$ cat src/rtl/dbuf_dma_pkg.sv
package dbuf_dma_pkg;

  // status bit positions
  localparam int ST_RUN     = 0;
  localparam int ST_IE      = 1;
  localparam int ST_ERR     = 2;
  localparam int ST_DONE_A  = 3;
  localparam int ST_START_A = 4;
  localparam int ST_DONE_B  = 5;
  localparam int ST_START_B = 6;
  localparam int ST_BIU     = 7;
  localparam int ST_SW_W    = 7;  // bits software may touch

  // device register field positions
  localparam int DV_DIR    = 0;
  localparam int DV_BURST  = 2;
  localparam int DV_WIDTH  = 3;
  localparam int DV_SEL_LO = 4;

  typedef enum logic [2:0] {
    RG_DEV   = 3'd0,
    RG_SET   = 3'd1,
    RG_CLR   = 3'd2,
    RG_STAT  = 3'd3,
    RG_A_ADR = 3'd4,
    RG_A_CNT = 3'd5,
    RG_B_ADR = 3'd6,
    RG_B_CNT = 3'd7
  } reg_sel_e;

  function automatic int done_pos(input logic slot);
    return slot ? ST_DONE_B : ST_DONE_A;
  endfunction

  function automatic int start_pos(input logic slot);
    return slot ? ST_START_B : ST_START_A;
  endfunction

  function automatic logic [1:0] beat_bytes(input logic wide);
    return wide ? 2'd2 : 2'd1;
  endfunction

  function automatic logic [3:0] burst_beats(input logic long_b);
    return long_b ? 4'd8 : 4'd4;
  endfunction

  // remaining count after one beat, floored at zero
  function automatic logic [31:0] count_after(input logic [31:0] cnt, input logic [1:0] step);
    if (cnt < {30'd0, step}) return 32'd0;
    return cnt - {30'd0, step};
  endfunction

endpackage

$ cat src/rtl/dbuf_dma_slot.sv
module dbuf_dma_slot
  import dbuf_dma_pkg::*;
#(
  parameter int ADDR_W = 32,
  parameter int CNT_W  = 13
) (
  input  logic              clk,
  input  logic              rst_n,
  input  logic              wr_adr,
  input  logic              wr_cnt,
  input  logic [ADDR_W-1:0] wdata_adr,
  input  logic [CNT_W-1:0]  wdata_cnt,
  input  logic              adv,
  input  logic [1:0]        step,
  output logic [ADDR_W-1:0] adr_q,
  output logic [CNT_W-1:0]  cnt_q
);

  always_ff @(posedge clk) begin
    if (!rst_n) begin
      adr_q <= '0;
      cnt_q <= '0;
    end else begin
      if (wr_adr)   adr_q <= wdata_adr;
      else if (adv) adr_q <= adr_q + ADDR_W'(step);
      if (wr_cnt)   cnt_q <= wdata_cnt;
      else if (adv) cnt_q <= CNT_W'(count_after(32'(cnt_q), step));
    end
  end

endmodule

$ cat src/rtl/dbuf_dma_status.sv
module dbuf_dma_status
  import dbuf_dma_pkg::*;
(
  input  logic               clk,
  input  logic               rst_n,
  input  logic               wr_set,
  input  logic               wr_clr,
  input  logic [ST_SW_W-1:0] wdata,
  input  logic [1:0]         cpl_evt,
  input  logic               swap,
  input  logic               err_evt,
  output logic [7:0]         status_q
);

  logic [7:0] nxt;

  always_comb begin
    nxt = status_q;
    if (err_evt) begin
      nxt[ST_ERR] = 1'b1;
      nxt[ST_RUN] = 1'b0;
    end
    for (int s = 0; s < 2; s++) begin
      if (cpl_evt[s]) begin
        nxt[done_pos(s[0])]  = 1'b1;
        nxt[start_pos(s[0])] = 1'b0;
      end
    end
    if (swap) nxt[ST_BIU] = ~status_q[ST_BIU];
    // software writes override hardware updates
    if (wr_set) nxt[ST_SW_W-1:0] = nxt[ST_SW_W-1:0] | wdata;
    if (wr_clr) nxt[ST_SW_W-1:0] = nxt[ST_SW_W-1:0] & ~wdata;
  end

  always_ff @(posedge clk) begin
    if (!rst_n) status_q <= '0;
    else        status_q <= nxt;
  end

endmodule

$ cat src/rtl/dbuf_dma_engine.sv
module dbuf_dma_engine
  import dbuf_dma_pkg::*;
#(
  parameter int BL_W = 4
) (
  input  logic            clk,
  input  logic            rst_n,
  input  logic            run,
  input  logic            start_act,
  input  logic            cnt_zero,
  input  logic            dev_req,
  input  logic            long_burst,
  input  logic            mem_ack,
  input  logic            mem_err,
  output logic            mem_req,
  output logic            beat,
  output logic            err_evt,
  output logic            cpl,
  output logic [BL_W-1:0] burst_left
);

  logic ready;

  assign ready   = run & start_act & ~cnt_zero;
  assign mem_req = ready & (burst_left != '0);
  assign beat    = mem_req & mem_ack & ~mem_err;
  assign err_evt = mem_req & mem_ack & mem_err;
  assign cpl     = run & start_act & cnt_zero;

  always_ff @(posedge clk) begin
    if (!rst_n) begin
      burst_left <= '0;
    end else if (cpl) begin
      burst_left <= '0;
    end else if (beat) begin
      burst_left <= burst_left - 1'b1;
    end else if (burst_left == '0 && dev_req && ready) begin
      burst_left <= BL_W'(burst_beats(long_burst));
    end
  end

endmodule

$ cat src/rtl/dbuf_dma_chan.sv
module dbuf_dma_chan
  import dbuf_dma_pkg::*;
#(
  parameter int ADDR_W = 32,
  parameter int CNT_W  = 13,
  parameter int BL_W   = 4
) (
  input  logic              clk,
  input  logic              rst_n,
  input  logic              reg_wr,
  input  logic [4:2]        reg_addr,
  input  logic [31:0]       reg_wdata,
  output logic [31:0]       reg_rdata,
  input  logic              dev_req,
  output logic [3:0]        periph_sel,
  output logic              mem_req,
  output logic [ADDR_W-1:0] mem_addr,
  output logic              mem_write,
  output logic              mem_half,
  input  logic              mem_ack,
  input  logic              mem_err,
  output logic              irq
);

  localparam int NSLOT = 2;

  reg_sel_e          sel;
  logic [31:0]       dev_q;
  logic [7:0]        status_q;
  logic              act;
  logic              run;
  logic              start_act;
  logic              start_oth;
  logic              cnt_zero;
  logic              swap;
  logic              beat;
  logic              err_evt;
  logic              cpl;
  logic [1:0]        cpl_evt;
  logic [1:0]        step;
  logic [BL_W-1:0]   burst_left;
  logic [NSLOT-1:0]  start_vec;
  logic [ADDR_W-1:0] slot_adr [NSLOT];
  logic [CNT_W-1:0]  slot_cnt [NSLOT];

  assign sel = reg_sel_e'(reg_addr);

  always_ff @(posedge clk) begin
    if (!rst_n)                       dev_q <= '0;
    else if (reg_wr && sel == RG_DEV) dev_q <= reg_wdata;
  end

  assign periph_sel = dev_q[DV_SEL_LO +: 4];
  assign mem_write  = dev_q[DV_DIR];
  assign mem_half   = dev_q[DV_WIDTH];
  assign step       = beat_bytes(dev_q[DV_WIDTH]);

  assign act       = status_q[ST_BIU];
  assign run       = status_q[ST_RUN];
  assign start_vec = {status_q[ST_START_B], status_q[ST_START_A]};
  assign start_act = start_vec[act];
  assign start_oth = start_vec[~act];
  assign cnt_zero  = (slot_cnt[act] == '0);
  assign swap      = run & start_oth & (~start_act | cnt_zero);
  assign cpl_evt   = cpl ? (act ? 2'b10 : 2'b01) : 2'b00;
  assign mem_addr  = slot_adr[act];

  dbuf_dma_status u_status (
    .clk      (clk),
    .rst_n    (rst_n),
    .wr_set   (reg_wr && sel == RG_SET),
    .wr_clr   (reg_wr && sel == RG_CLR),
    .wdata    (reg_wdata[ST_SW_W-1:0]),
    .cpl_evt  (cpl_evt),
    .swap     (swap),
    .err_evt  (err_evt),
    .status_q (status_q)
  );

  for (genvar g = 0; g < NSLOT; g++) begin : g_slot
    localparam reg_sel_e SEL_ADR = (g == 0) ? RG_A_ADR : RG_B_ADR;
    localparam reg_sel_e SEL_CNT = (g == 0) ? RG_A_CNT : RG_B_CNT;
    dbuf_dma_slot #(.ADDR_W(ADDR_W), .CNT_W(CNT_W)) u_slot (
      .clk       (clk),
      .rst_n     (rst_n),
      .wr_adr    (reg_wr && sel == SEL_ADR),
      .wr_cnt    (reg_wr && sel == SEL_CNT),
      .wdata_adr (reg_wdata[ADDR_W-1:0]),
      .wdata_cnt (reg_wdata[CNT_W-1:0]),
      .adv       (beat && (act == 1'(g))),
      .step      (step),
      .adr_q     (slot_adr[g]),
      .cnt_q     (slot_cnt[g])
    );
  end

  dbuf_dma_engine #(.BL_W(BL_W)) u_engine (
    .clk        (clk),
    .rst_n      (rst_n),
    .run        (run),
    .start_act  (start_act),
    .cnt_zero   (cnt_zero),
    .dev_req    (dev_req),
    .long_burst (dev_q[DV_BURST]),
    .mem_ack    (mem_ack),
    .mem_err    (mem_err),
    .mem_req    (mem_req),
    .beat       (beat),
    .err_evt    (err_evt),
    .cpl        (cpl),
    .burst_left (burst_left)
  );

  always_comb begin
    unique case (sel)
      RG_DEV:                   reg_rdata = dev_q;
      RG_SET, RG_CLR, RG_STAT:  reg_rdata = {24'd0, status_q};
      RG_A_ADR:                 reg_rdata = 32'(slot_adr[0]);
      RG_A_CNT:                 reg_rdata = 32'(slot_cnt[0]);
      RG_B_ADR:                 reg_rdata = 32'(slot_adr[1]);
      RG_B_CNT:                 reg_rdata = 32'(slot_cnt[1]);
      default:                  reg_rdata = '0;
    endcase
  end

  assign irq = status_q[ST_IE] &
               (status_q[ST_ERR] | status_q[ST_DONE_A] | status_q[ST_DONE_B]);

endmodule

$ cat config.mk
export PLATFORM = sky130hd
export DESIGN_NAME = dbuf_dma_chan
export DESIGN_NICKNAME = d
export VERILOG_FILES = /design/src/rtl/dbuf_dma_pkg.sv /design/src/rtl/dbuf_dma_slot.sv /design/src/rtl/dbuf_dma_status.sv /design/src/rtl/dbuf_dma_engine.sv /design/src/rtl/dbuf_dma_chan.sv
export SDC_FILE = /design/constraint.sdc
export NUM_CORES = 1
export LEC_CHECK = 0
export ABC_AREA = 1
export BUFFER_PORTS_ARGS = -buffer_cell sky130_fd_sc_hd__buf_4
export CORE_MARGIN = 3
export CORE_UTILIZATION = 55
export DETAILED_ROUTE_END_ITERATION = 7
export PLACE_DENSITY_LB_ADDON = 0.12
export SLEW_MARGIN = 20
export SYNTH_ARGS = -nofsm -noshare
export SYNTH_HDL_FRONTEND = slang
export SYNTH_SLANG_ARGS = --single-unit
export TNS_END_PERCENT = 50
$ cat constraint.sdc
create_clock -name clk -period 3.32 [get_ports clk]
set_input_delay 0.498 -clock clk [delete_from_list [all_inputs] [get_ports clk]]
set_output_delay 0.498 -clock clk [all_outputs]
set_load 0.05 [all_outputs]
==> summary.md <==
| Metric | Value |
|---|---|
| GR Util met2 | `a little over half` |
| Synth cell types | `40` |
| Final Util | `66.1%` |
| Synth cell count leaders | `477 x nand2_1, 181 x nor2_1, 171 x inv_1` |
| Number of DRC markers in iteration 0 | `1,720` |
| CTS Root Cell | `clkbuf_16` |
| Design Power | `0.00418 W` |
| Vias in the first global route | `approximately 10,000` |
| Hold Path Class | `input pin to flop` |
| Clk pwr share | `a little under half` |
| Top-count cell post-synth | `nand2_1` |
| Bufs on Longest Clock Path | `2` |
| Top_reg_cell synth | `dfxtp_1` |
| Die width | `139 um` |
| Power per cell area | `375 nW/um2` |
| Final hold viol count | `0` |
| Register area share after synthesis | `about 28%` |
| Worst EP arrival | `3.36 ns` |
| Switch share | `28.4%` |
| Asr flop ratio synth | `0%` |
| Final estimated routing congestion in global placement | `1.02` |
| Final WS setup | `between 0.3 and 0.4 ns` |
| Skew-Pair Late Insertion Delay | `0.44 ns` |
| Skew final | `between 0.01 and 0.015 ns` |
| Max Cap Viol | `0` |
| Area occupied by multi-input gates | `slightly below 6000 um2` |
| WP data required | `3.68 ns` |
| Area Overhead vs Synth | `15.3%` |
| H-tree depth | `4` |
| Setup violations, final | `0` |
| Synth Warn # | `0` |
| Via Count | `11,600` |
| # diodes | `0` |
| Finished Layout Cells | `around 1,900` |
| Syn_nets | `between 1,500 and 2,000` |
| Relative slew slack | `46.5%` |
| IO buf count | `112` |
| Sequential Power Share | `39.9%` |
| Residual DRC | `0` |
| Post-synth EDFFs | `0` |
| Met3 GRT Util | `roughly 12%` |
| M1 GR Usage | `51.4%` |
| Register Area | `2680 um2` |
| Critical path class | `flop to flop` |
| Peak VDD IR | `0.412 mV` |
| Mean post-synth cell area | `5.92 um2` |
| Hold_buf cts | `0` |
| Die Ht | `139 um` |
| CP endpoint kind | `flop` |
| Pre-CTS setup slack | `0.440 ns` |
| Worst-path clk slew | `0.06 ns` |
| Drt wl/cell | `19.1 um` |
| Detailed Route WL | `roughly 37,000 um` |
| First-pass GRT wire length | `56,700 um` |
| Grt ovf | `0` |
| Area contributors post-synth | `dfxtp_1 28%, nand2_1 19%, nand3_1 7.8%` |
| RSZ-0062 raised after global routing | `false` |
| Final period util | `slightly above 90%` |
| Initial Utilization | `57.3%` |
| Dpl cells | `about 1,900` |
| Rows | `47` |
| Fill count | `about 1,600` |
| Status | `finished, final reports clean` |
| Achievable Freq | `333 MHz` |
| Post-route ant nets | `0` |
| Largest net degree at the start of global routing | `71` |
| Synthesized area | `9680 um2` |
| Worst-path cell chain | `inv_1 > ha_1 > inv_1 > fa_1 > inv_1 > nand3_1 > nor2_1 > nand2_1 > o21ai_0 > nand2_1 > o21ai_0 > nand2_1 > a21oi_1` |
| Internal Pwr Total | `between 0.002 and 0.003 W` |
| Crit path max-delay cell type | `inv_1` |
| CP startpoint kind | `flop` |
| Total GRT Usage | `a little under two fifths` |
| CP peak stage delay | `0.50 ns` |
| Share of cells above drive strength 1 | `12.0%` |
| Logic pwr share | `14.2%` |
| Layout Nets | `roughly 1,800` |
| Setup bufs post-CTS | `0` |
| CTS sink cnt | `134` |
| Synth Instances | `1,635` |
| Dominant cell type by area after synthesis | `dfxtp_1` |
| Initial antenna violation count | `0` |
| Net Sw Power | `0.00119 W` |
| # IOs | `113` |
| GR peak layer | `met2` |
| Vias/cell | `6.02` |
| Area share of the largest cell type after synthesis | `27.7%` |
| Core outline area | `16,900 um2` |
| DIE AREA | `19,200 um2` |
| Worst slew pin tran | `0.802 ns` |
| Pins Over Slew Limit | `0` |
| Post-CTS Resized | `0` |
| Crit path max fanout | `11` |
| Clock period minus worst slack | `~3.0 ns` |
| HPWL Detailed | `26,600 um` |
| First-pass DRT Iterations | `6` |
| Static Leak | `4.79 nW` |
| Final setup TNS | `0 ns` |
| Num CTS Buffers | `17` |
| Post-synthesis register bit count | `roughly 130` |
| CTS tree | `done` |
-- worst max-delay path, delay by kind of cell (launching register included) --
kind	cells	cell delay, ns
AOI/OAI and AO/OA	3	0.49
adders and majority gates	2	0.68
buffers and inverters	3	0.65
DFF	1	0.36
and+or+nand+nor	5	0.74
-- layout make-up --
cell class | instances | area share, %
Clock buffer | 20 | 3.91
Multi-Input combinational cell | 1237 | 53.1
Inverter | 177 | 5.98
Sequential cell | 134 | 24.1
Timing Repair Buffer | 136 | 9.26
Clock inverter | 10 | 1.19
Tap cell | 220 | 2.47
-- placed cells by master, fill, tap and decap left out, types with 11 or more instances in the layout --
cell       instances
nor3_1            32
nand3_1          151
o221ai_1          20
clkbuf_16         17
nand2_1          477
nor2_2            15
o21ai_0          132
nand3_2           11
buf_4            135
xor2_1            25
a221oi_1          13
inv_1            169
dfxtp_1          133
nor2_1           179
o22ai_1           37
a21oi_1           93
-- worst paths after layout --
kind	endpoint	slack, ns	from	cells past startpoint
worst max-delay path	g_slot[0].u_slot.adr_q[20]	0.31	dev_q[3]	13
worst min-delay path	dev_q[25]	0.32	reg_wdata[25]	3
worst max register to register	g_slot[0].u_slot.adr_q[20]	0.31	dev_q[3]	13
worst min register to register	u_engine.burst_left[0]	0.47	u_engine.burst_left[0]	1
-- power by group through the flow --
stage | Sequential [W] | Clock, W | Combinational (W)
after global placement | 0.00170 | 0 | 0.000562
after global routing | 0.00167 | 0.00199 | 0.000640
after CTS | 0.00167 | 0.00192 | 0.000573
final | 0.00167 | 0.00192 | 0.000593
after detailed placement | 0.00170 | 0 | 0.000566
after floorplan | 0.00169 | 0 | 0.000390
-- stage by stage --
stage	instance area (um2)	hold slack [ns]
final	11200	0.317
after global routing	11200	0.315
after CTS	11200	0.316
after detailed placement	10600	0.455
after global placement	10600	0.444
after floorplan	9680	0.422
-- flip-flops by register name, summed over array words and instances (netlist names), named ones only --
register and flops:
g_slot.u_slot.adr_q 64, dev_q 32, g_slot.u_slot.cnt_q 26, u_status.status_q 7, u_engine.burst_left 4
-- logic make-up after synthesis --
logic type               Yosys count  synth area share, %
AO/OA/AOI/OAI                    311                 18.2
XOR/XNOR                          27                 2.44
adder cells (fa/ha/maj)           13                 1.99
buffers and inverters            264                 11.1
flip-flops                       134                 27.7
AND/OR/NAND/NOR                  886                 38.5
-- per-layer routing --
layer	wire, um	part of all wire, %	vias up
met5	0	0	-
met4	1370	3.7	0
met2	15300	41	777
li1	-	-	5496
met3	5340	14	101
met1	15100	41	5265
Note: power is estimated with default switching activity, not from simulation.
